$ cat src/rtl/pixro_pkg.sv
package pixro_pkg;
  typedef enum logic [1:0] {
    ST_IDLE  = 2'd0,
    ST_GRANT = 2'd1,
    ST_CLEAR = 2'd2
  } ro_state_t;
endpackage

$ cat src/rtl/pixro_arbiter.sv
// Fixed-priority pick of the lowest-numbered active request outside the mask.
module pixro_arbiter #(
  parameter int NUM_BLK = 16,
  parameter int AW      = $clog2(NUM_BLK)
) (
  input  logic [NUM_BLK-1:0] req,
  input  logic [NUM_BLK-1:0] mask,
  output logic               any,
  output logic [AW-1:0]      win_idx,
  output logic [NUM_BLK-1:0] win_oh
);
  logic [NUM_BLK-1:0] eff;
  logic [NUM_BLK-1:0] below;

  assign eff = req & ~mask;
  assign any = |eff;

  // below[i] is set when some lower-numbered request is active
  assign below[0] = 1'b0;
  genvar g;
  generate
    for (g = 1; g < NUM_BLK; g++) begin : g_chain
      assign below[g] = below[g-1] | eff[g-1];
    end
  endgenerate

  assign win_oh = eff & ~below;

  always_comb begin
    win_idx = '0;
    for (int i = 0; i < NUM_BLK; i++) begin
      if (win_oh[i]) win_idx = AW'(i);
    end
  end
endmodule

$ cat src/rtl/pixro_seq.sv
// Two-clock enable/reset sequencer with look-ahead selection.
module pixro_seq
  import pixro_pkg::*;
#(
  parameter int NUM_BLK = 16,
  parameter int AW      = $clog2(NUM_BLK)
) (
  input  logic               clk,
  input  logic               rst,
  input  logic               any,
  input  logic [AW-1:0]      win_idx,
  input  logic [NUM_BLK-1:0] win_oh,
  output ro_state_t          state,
  output logic [NUM_BLK-1:0] sel_oh,
  output logic [NUM_BLK-1:0] addr_en,
  output logic [NUM_BLK-1:0] pix_rst
);
  logic [AW-1:0] sel;

  genvar g;
  generate
    for (g = 0; g < NUM_BLK; g++) begin : g_dec
      assign sel_oh[g] = (sel == AW'(g));
    end
  endgenerate

  always_ff @(posedge clk) begin
    if (rst) begin
      state   <= ST_IDLE;
      sel     <= '0;
      addr_en <= '0;
      pix_rst <= '0;
    end else begin
      case (state)
        ST_IDLE: begin
          pix_rst <= '0;
          if (any) begin
            sel     <= win_idx;
            addr_en <= win_oh;
            state   <= ST_GRANT;
          end
        end
        ST_GRANT: begin
          addr_en <= '0;
          pix_rst <= sel_oh;
          state   <= ST_CLEAR;
        end
        ST_CLEAR: begin
          pix_rst <= '0;
          if (any) begin
            sel     <= win_idx;
            addr_en <= win_oh;
            state   <= ST_GRANT;
          end else begin
            state   <= ST_IDLE;
          end
        end
        default: begin
          addr_en <= '0;
          pix_rst <= '0;
          state   <= ST_IDLE;
        end
      endcase
    end
  end
endmodule

$ cat src/rtl/pixro_capture.sv
// Latches the shared address lines into an output record.
module pixro_capture #(
  parameter int AW = 4,
  parameter int XW = 8,
  parameter int YW = 8
) (
  input  logic          clk,
  input  logic          rst,
  input  logic          cap,
  input  logic [AW-1:0] line_blk,
  input  logic [XW-1:0] line_x,
  input  logic [YW-1:0] line_y,
  output logic          rec_valid,
  output logic [AW-1:0] rec_blk,
  output logic [XW-1:0] rec_x,
  output logic [YW-1:0] rec_y
);
  always_ff @(posedge clk) begin
    if (rst) begin
      rec_valid <= 1'b0;
      rec_blk   <= '0;
      rec_x     <= '0;
      rec_y     <= '0;
    end else begin
      rec_valid <= cap;
      if (cap) begin
        rec_blk <= line_blk;
        rec_x   <= line_x;
        rec_y   <= line_y;
      end
    end
  end
endmodule

$ cat src/rtl/pixro_readout.sv
module pixro_readout
  import pixro_pkg::*;
#(
  parameter int NUM_BLK = 16,
  parameter int XW      = 8,
  parameter int YW      = 8,
  localparam int AW     = $clog2(NUM_BLK)
) (
  input  logic               clk,
  input  logic               rst,
  input  logic [NUM_BLK-1:0] blk_req_n,
  input  logic [XW-1:0]      line_x,
  input  logic [YW-1:0]      line_y,
  input  logic [AW-1:0]      line_blk,
  output logic [NUM_BLK-1:0] addr_en,
  output logic [NUM_BLK-1:0] pix_rst,
  output logic               rec_valid,
  output logic [AW-1:0]      rec_blk,
  output logic [XW-1:0]      rec_x,
  output logic [YW-1:0]      rec_y
);
  ro_state_t          state;
  logic [NUM_BLK-1:0] sel_oh;
  logic [NUM_BLK-1:0] mask;
  logic               any;
  logic [AW-1:0]      win_idx;
  logic [NUM_BLK-1:0] win_oh;

  // The group being cleared still shows its request; hide it.
  assign mask = (state == ST_CLEAR) ? sel_oh : '0;

  pixro_arbiter #(.NUM_BLK(NUM_BLK), .AW(AW)) u_arb (
    .req     (~blk_req_n),
    .mask    (mask),
    .any     (any),
    .win_idx (win_idx),
    .win_oh  (win_oh)
  );

  pixro_seq #(.NUM_BLK(NUM_BLK), .AW(AW)) u_seq (
    .clk     (clk),
    .rst     (rst),
    .any     (any),
    .win_idx (win_idx),
    .win_oh  (win_oh),
    .state   (state),
    .sel_oh  (sel_oh),
    .addr_en (addr_en),
    .pix_rst (pix_rst)
  );

  pixro_capture #(.AW(AW), .XW(XW), .YW(YW)) u_cap (
    .clk       (clk),
    .rst       (rst),
    .cap       (state == ST_GRANT),
    .line_blk  (line_blk),
    .line_x    (line_x),
    .line_y    (line_y),
    .rec_valid (rec_valid),
    .rec_blk   (rec_blk),
    .rec_x     (rec_x),
    .rec_y     (rec_y)
  );
endmodule

$ cat config.mk
export PLATFORM = sky130hd
export DESIGN_NAME = pixro_readout
export DESIGN_NICKNAME = d
export VERILOG_FILES = /design/src/rtl/pixro_pkg.sv /design/src/rtl/pixro_arbiter.sv /design/src/rtl/pixro_seq.sv /design/src/rtl/pixro_capture.sv /design/src/rtl/pixro_readout.sv
export SDC_FILE = /design/constraint.sdc
export NUM_CORES = 1
export LEC_CHECK = 0
export ABC_AREA = 1
export BUFFER_PORTS_ARGS = -buffer_cell sky130_fd_sc_hd__buf_2
export CELL_PAD_IN_SITES_DETAIL_PLACEMENT = 1
export CELL_PAD_IN_SITES_GLOBAL_PLACEMENT = 1
export CORE_MARGIN = 2
export CORE_UTILIZATION = 31
export CTS_CLUSTER_DIAMETER = 80
export CTS_CLUSTER_SIZE = 40
export DETAILED_ROUTE_END_ITERATION = 8
export GPL_ROUTABILITY_DRIVEN = 0
export PLACE_DENSITY_LB_ADDON = 0.1
export SETUP_SLACK_MARGIN = 0.2
export SYNTH_ARGS = -nofsm -noshare
export SYNTH_HDL_FRONTEND = slang
export SYNTH_SLANG_ARGS = --single-unit
$ cat constraint.sdc
create_clock -name clk -period 1.9 [get_ports clk]
set_input_delay 0.095 -clock clk [delete_from_list [all_inputs] [get_ports clk]]
set_output_delay 0.095 -clock clk [all_outputs]
set_load 0.005 [all_outputs]
### Yosys cells after proc, flatten, opt, wreduce, memory -nomap -nowiden

Cells that the tools add are included.

| word-level totals | value |
|---|---|
| register bits | 59 |
| output and inout port bits | 53 |
| logic and storage cells | 73 |
| input bits | 38 |

| operators by class | value |
|---|---|
| multiplexer cells | 19 |
| bitwise logic cells | 21 |
| reductions and logical operators | 7 |
| equal/unequal tests | 18 |

Operators with widths:

| kind | count |
|---|---|
| 4-bit two-way mux | 14 |
| 16-bit inverter | 3 |
| 16-bit bitwise AND | 2 |
| 4-bit == test (second input constant) | 8 |
| 4-bit by 3-bit == test with 1-bit output (second input constant) | 4 |
| 16-bit two-way mux | 1 |
| 16-bit OR reduction | 1 |
| 1-bit OR | 14 |
| 4-bit by 2-bit == test with 1-bit output (second input constant) | 2 |
| 2-bit case mux with 3 select lines | 1 |
| 2-bit OR reduction | 3 |
| 4-bit by 1-bit == test with 1-bit output (second input constant) | 1 |
| 4-bit zero test | 1 |
| 2-bit by 1-bit == test with 1-bit output (second input constant) | 1 |
| 2-bit == test (second input constant) | 1 |
| 2-bit zero test | 1 |
| 1-bit two-way mux | 2 |
| 2-bit two-way mux | 1 |
| 2-bit inequality test (second input constant) | 1 |
| 1-bit inverter | 2 |
| 2-bit AND reduction | 1 |

### Depth between registers and ports, before layout

| depth | value |
|---|---|
| depth after elaboration | 35 |
| gate-level depth with buffers | 15 |
| mapped depth without buffers | 15 |

### Cells and area by module

Synthesis repeated with hierarchy kept, for this count alone.

| second synthesis, totals | value |
|---|---|
| cell total of the unflattened synthesis | 465 |
| area, all modules | 3014.1 sq um |

By module, submodules not included:

| module | area each (sq um) | sequential area each (sq um) | cells an instance | instances |
|---|---|---|---|---|
| pixro_seq | 1367.6 | 760.7 | 182 | 1 |
| pixro_capture | 924.6 | 420.4 | 131 | 1 |
| pixro_arbiter | 481.7 | 0.0 | 100 | 1 |
| pixro_readout | 240.2 | 0.0 | 52 | 1 |

### Worst setup path after synthesis

Ideal clock, no wire load.

| path | value |
|---|---|
| kind | register to register |
| start | reg u_seq.sel[0] |
| end | reg u_seq.addr_en[15] |
| stages on the path, launching flop included | 13 |
| library setup time | 119 ps |
| clock period less this slack | 1860 ps |
| arrival | 1741 ps |
| required time | 1781 ps |
| path buffers | 0 |
| path slack | 40 ps |
| cells stage by stage | dfxtp_1 nor2_1 nand3_1 nand2_2 nand2_2 nor2_4 nand4_4 nor2_4 inv_2 nor2_4 inv_2 o21ai_1 a21oi_1 |

| between the ends | value |
|---|---|
| cells in the longest elaborated chain, start to end | 20 |
| elaborated cells between the ends (all ways) | 36 |
| those cells by class | eq/ne (15); mux (1); bitwise (18); reduce/logical (2) |

RTL lines:

| element | line | source |
|---|---|---|
| start, declared | pixro_seq.sv:18 | `logic [AW-1:0] sel;` |
| start signal, assigned | pixro_seq.sv:38 | `sel <= win_idx;` |
| start signal, assigned | pixro_seq.sv:51 | `sel <= win_idx;` |
| 4-bit by 1-bit == test with 1-bit output or 4-bit zero test (tied branches) | pixro_seq.sv:23 | `assign sel_oh[g] = (sel == AW'(g));` |
| 16-bit two-way mux * | pixro_readout.sv:30 | `assign mask = (state == ST_CLEAR) ? sel_oh : '0;` |
| 16-bit inverter * | pixro_arbiter.sv:15 | `assign eff = req & ~mask;` |
| 16-bit bitwise AND * | pixro_arbiter.sv:15 |  |
| 1-bit OR (14 in series) | pixro_arbiter.sv:23 | `assign below[g] = below[g-1] \| eff[g-1];` |
| 16-bit inverter | pixro_arbiter.sv:27 | `assign win_oh = eff & ~below;` |
| 16-bit bitwise AND | pixro_arbiter.sv:27 |  |
| end signal, assigned | pixro_seq.sv:39 | `addr_en <= win_oh;` |
| end signal, assigned | pixro_seq.sv:52 | `addr_en <= win_oh;` |
| end, declared | pixro_seq.sv:15 | `output logic [NUM_BLK-1:0] addr_en,` |

Every way passes the cells marked *; elsewhere a longest branch is shown, timed or not.
A chain may end at the register's enable or synchronous reset.

### Final worst setup path

| path | value |
|---|---|
| start | reg u_seq.sel[0] |
| end | reg u_seq.addr_en[8] |

| between the ends | value |
|---|---|
| cells in the longest elaborated chain, start to end | 13 |
| elaborated cells between the ends (all ways) | 29 |
| those cells by class | eq/ne (15); mux (1); bitwise (11); reduce/logical (2) |

RTL lines:

| element | line |
|---|---|
| 4-bit by 1-bit == test with 1-bit output or 4-bit zero test (tied branches) | pixro_seq.sv:23 |
| 16-bit two-way mux * | pixro_readout.sv:30 |
| 16-bit inverter * | pixro_arbiter.sv:15 |
| 16-bit bitwise AND * | pixro_arbiter.sv:15 |
| 1-bit OR (7 in series) | pixro_arbiter.sv:23 |
| 16-bit inverter | pixro_arbiter.sv:27 |
| 16-bit bitwise AND | pixro_arbiter.sv:27 |

Marks and branches as above.

==> summary.md <==
| Metric | Value |
|---|---|
| Status | `finished with violations` |
| Failing checks | `negative setup slack` |
| Mapped Area | `2480 um2` |
| Row count | `32` |
| Setup-failing EPs final | `10` |
| Register area share after synthesis | `47.6%` |
| Synth Flop Type | `dfxtp_1` |
| Yosys top cell by area | `dfxtp_1` |
| Pin count of the biggest net entering global routing | `22` |
| Pwr dens | `756 nW/um2` |
| Share of cells above drive strength 1 | `between 40% and 50%` |
| Worst endpoint required time | `~2.2 ns` |
| Nets@finish | `540` |
| Crit path cell chain | `inv_2 -> nor2_4 -> nand3_2 -> nand2_2 -> nand2_2 -> nor2_4 -> nand4_4 -> nor2_4 -> inv_2 -> nor2_4 -> buf_6 -> nand2_1 -> a21oi_2` |
| Clk pin slew, worst setup/hold paths | `~0.070 ns` |
| Top-level port count | `just over 90` |
| Max_slew headroom | `between 60% and 70%` |
| Post-synth net total | `373` |
| Clock sink count | `between 50 and 60` |
| GRT Total Usage | `20.4%` |
| Remaining DRCs | `0` |
| Period Utilization, post-route | `102%` |
| Post-Synthesis Cells | `between 300 and 400` |
| WL final | `8.64 mm` |
| Initial DRC count | `60` |
| Critical path arrival | `2.21 ns` |
| Largest stage delay, worst path | `0.40 ns` |
| Number of synthesized flops with an enable pin | `0` |
| Crit path buf inv count | `3` |
| Setup slack after layout | `-0.0430 ns` |
| Worst path depth | `13` |
| Wire per inst | `14.2 um` |
| Actual slew at the worst max-slew pin | `about 0.58 ns` |
| Worst setup startpoint | `u_seq.sel[0]$_SDFFE_PP0P_` |
| Worst-path fanout max | `5` |
| RSZ-0062 raised after global routing | `true` |
| Slew Limit Fails | `0` |
| Main area contributors after synthesis | `dfxtp_1 (48%), nor2_1 (11%), nand2_1 (7.3%), inv_1 (4.7%), o21ai_0 (4.2%)` |
| Antenna violations before repair | `0` |
| Vias in the first global route | `2922` |
| Max clock buf depth | `2` |
| Root buf cell | `clkbuf_8` |
| Async SR Flop Fraction | `0%` |
| Chip height | `93.4 um` |
| Crit path launch type | `flop` |
| Reg2Reg Depth | `13` |
| Synth top area share | `47.6%` |
| Hold Path Cell Cnt | `4` |
| Maximum vdd drop | `0.334 mV` |
| Synthesis-to-layout area growth | `68.2%` |
| Final worst path period need | `approximately 1.9 ns` |
| Leakage power | `a little over 2 nW` |
| Most used cell, CP | `nor2_4` |
| Initial Util | `32.1%` |
| CTS tree | `done` |
| H-Tree Depth | `3` |
| Setup WS pre-CTS | `-0.150 ns` |
| Crit path kind | `flop to flop` |
| Fin area | `4170 um2` |
| Worst reg2reg startpoint | `u_seq.sel[0]$_SDFFE_PP0P_` |
| CP Capture Type | `flop` |
| Most frequent cells after synthesis | `nor2_1 (74), dfxtp_1 (59), nand2_1 (48)` |
| Buffers added on ports | `90` |
| Worst skew pair latency | `between 0.3 and 0.4 ns` |
| Max_cap viols | `0` |
| DP HPWL | `roughly 5.9 mm` |
| Yosys Warn Count | `0` |
| Most numerous cell in the Yosys netlist | `nor2_1` |
| Hold path startpoint | `blk_req_n[3]` |
| FMAX | `515 MHz` |
| Hold Fails Final Rpt | `0` |
| Clk_skew | `about 0.0072 ns` |
| #FFs+latches synth | `between 50 and 60` |
| Post-DP Area | `roughly 3300 um2` |
| Drt pass-1 iters | `4` |
| First-pass GRT wire length | `around 14 mm` |
| Core footprint | `just under 8000 um2` |
| Vias per inst | `roughly 4.6` |
| Count of inserted antenna diode cells | `0` |
| Hold Crit Class | `input port to flop` |
| Crit path max-delay family | `simple AND/OR/NAND/NOR gates` |
| Total congestion overflow | `0` |
| Final ANT Viol Nets | `0` |
| Critical path's slowest cell | `dfxtp_4` |
| Die footprint | `about 8700 um2` |
| Avg Inst Size Synth | `7.40 um2` |
| Distinct cells, synth | `28` |
| Die outline width | `between 90 and 100 um` |
| DR vias | `between 2000 and 3000` |
| CTS buffer count | `9` |
## sequential cells by signal, summed over array words and instances (netlist names)
register         cells
u_cap.rec_valid      1
u_seq.state          2
u_cap.rec_blk        4
u_seq.pix_rst       16
u_cap.rec_y          8
u_seq.sel            4
u_cap.rec_x          8
u_seq.addr_en       16
## cell type report
class	count	area [um2]
clock buffers	13	169
clock inverters	3	68.8
fillers	978	3560
inverters	45	180
multi-input cells	223	1330
flip-flops and latches	59	1200
well taps	102	128
repair buffers	164	1090
## power breakdown
part | internal, W | switching, W | total (W)
clock | 0.000849 | 0.000500 | 0.00135
combinational | 0.000226 | 0.000256 | 0.000482
sequential | 0.00129 | 0.0000363 | 0.00132
## cells in the final DEF (no fill, tap or decap), drive strengths merged
cell / count
o21bai: 3
nor2: 85
inv: 43
nand3: 11
a21oi: 20
clkinv: 3
a31oi: 2
nand4: 7
or2: 1
o211ai: 1
o21ai: 31
dlygate4sd3: 21
buf: 143
nand2: 52
dfxtp: 59
clkbuf: 13
o41ai: 2
bufinv: 2
nor3: 5
nor4: 3
## final timing paths
kind	end	slack (ns)
setup / recovery	u_seq.addr_en[8]$_SDFFE_PP0P_	-0.04
hold / removal	u_seq.addr_en[3]$_SDFFE_PP0P_	0.13
setup reg to reg	u_seq.addr_en[8]$_SDFFE_PP0P_	-0.04
hold reg to reg	u_seq.addr_en[3]$_SDFFE_PP0P_	0.46
## tightest hold or removal path, stage by stage
cell     delay [ns]
buf_2          0.07
inv_1          0.04
nand4_1        0.13
a21oi_1        0.08
## per-stage QoR
stage / total power, W / cells / hold WS, ns / TNS, ns / utilization, %
3_3_place_gp: 0.00171 / 557 / 0.316 / -1.09 / 43.1
5_1_grt: 0.00331 / 609 / 0.153 / -2.64 / 54.0
2_1_floorplan: 0.00153 / 335 / 0.167 / 0 / -
6_report: 0.00316 / 609 / 0.132 / -0.200 / 54.0
4_1_cts: 0.00315 / 600 / 0.122 / -0.0201 / 51.6
3_5_place_dp: 0.00172 / 557 / 0.324 / -2.05 / 43.1
## cell families after synthesis
| family | Yosys count | share of synthesized area (%) |
|---|---|---|
| AND/OR/NAND/NOR | 164 | 30.5 |
| flip-flops | 59 | 47.6 |
| AO/OA/AOI/OAI | 59 | 13.9 |
| buffers and inverters | 53 | 8.02 |
## routing by layer
layer  part of all wire, %  vias to the layer above  track usage, %
met5                     0                        -               0
met4                   2.2                        0            8.70
met3                   6.0                       17            4.83
met2                    50                       82            35.1
met1                    42                     1300            24.2
li1                      -                     1399               -
## repair_timing
| item | 4_1_cts | 5_1_grt |
|---|---|---|
| hold buffers | 21 | 0 |
| setup buffers | 6 | 9 |
| cloned | 0 | 0 |
| setup endpoints to repair | 21 | 21 |
| endpoints found under the hold margin | 21 | 0 |
| resized for setup | 38 | 29 |
| pin swaps | 8 | 20 |
No activity file was read; power rests on OpenSTA's default activity.
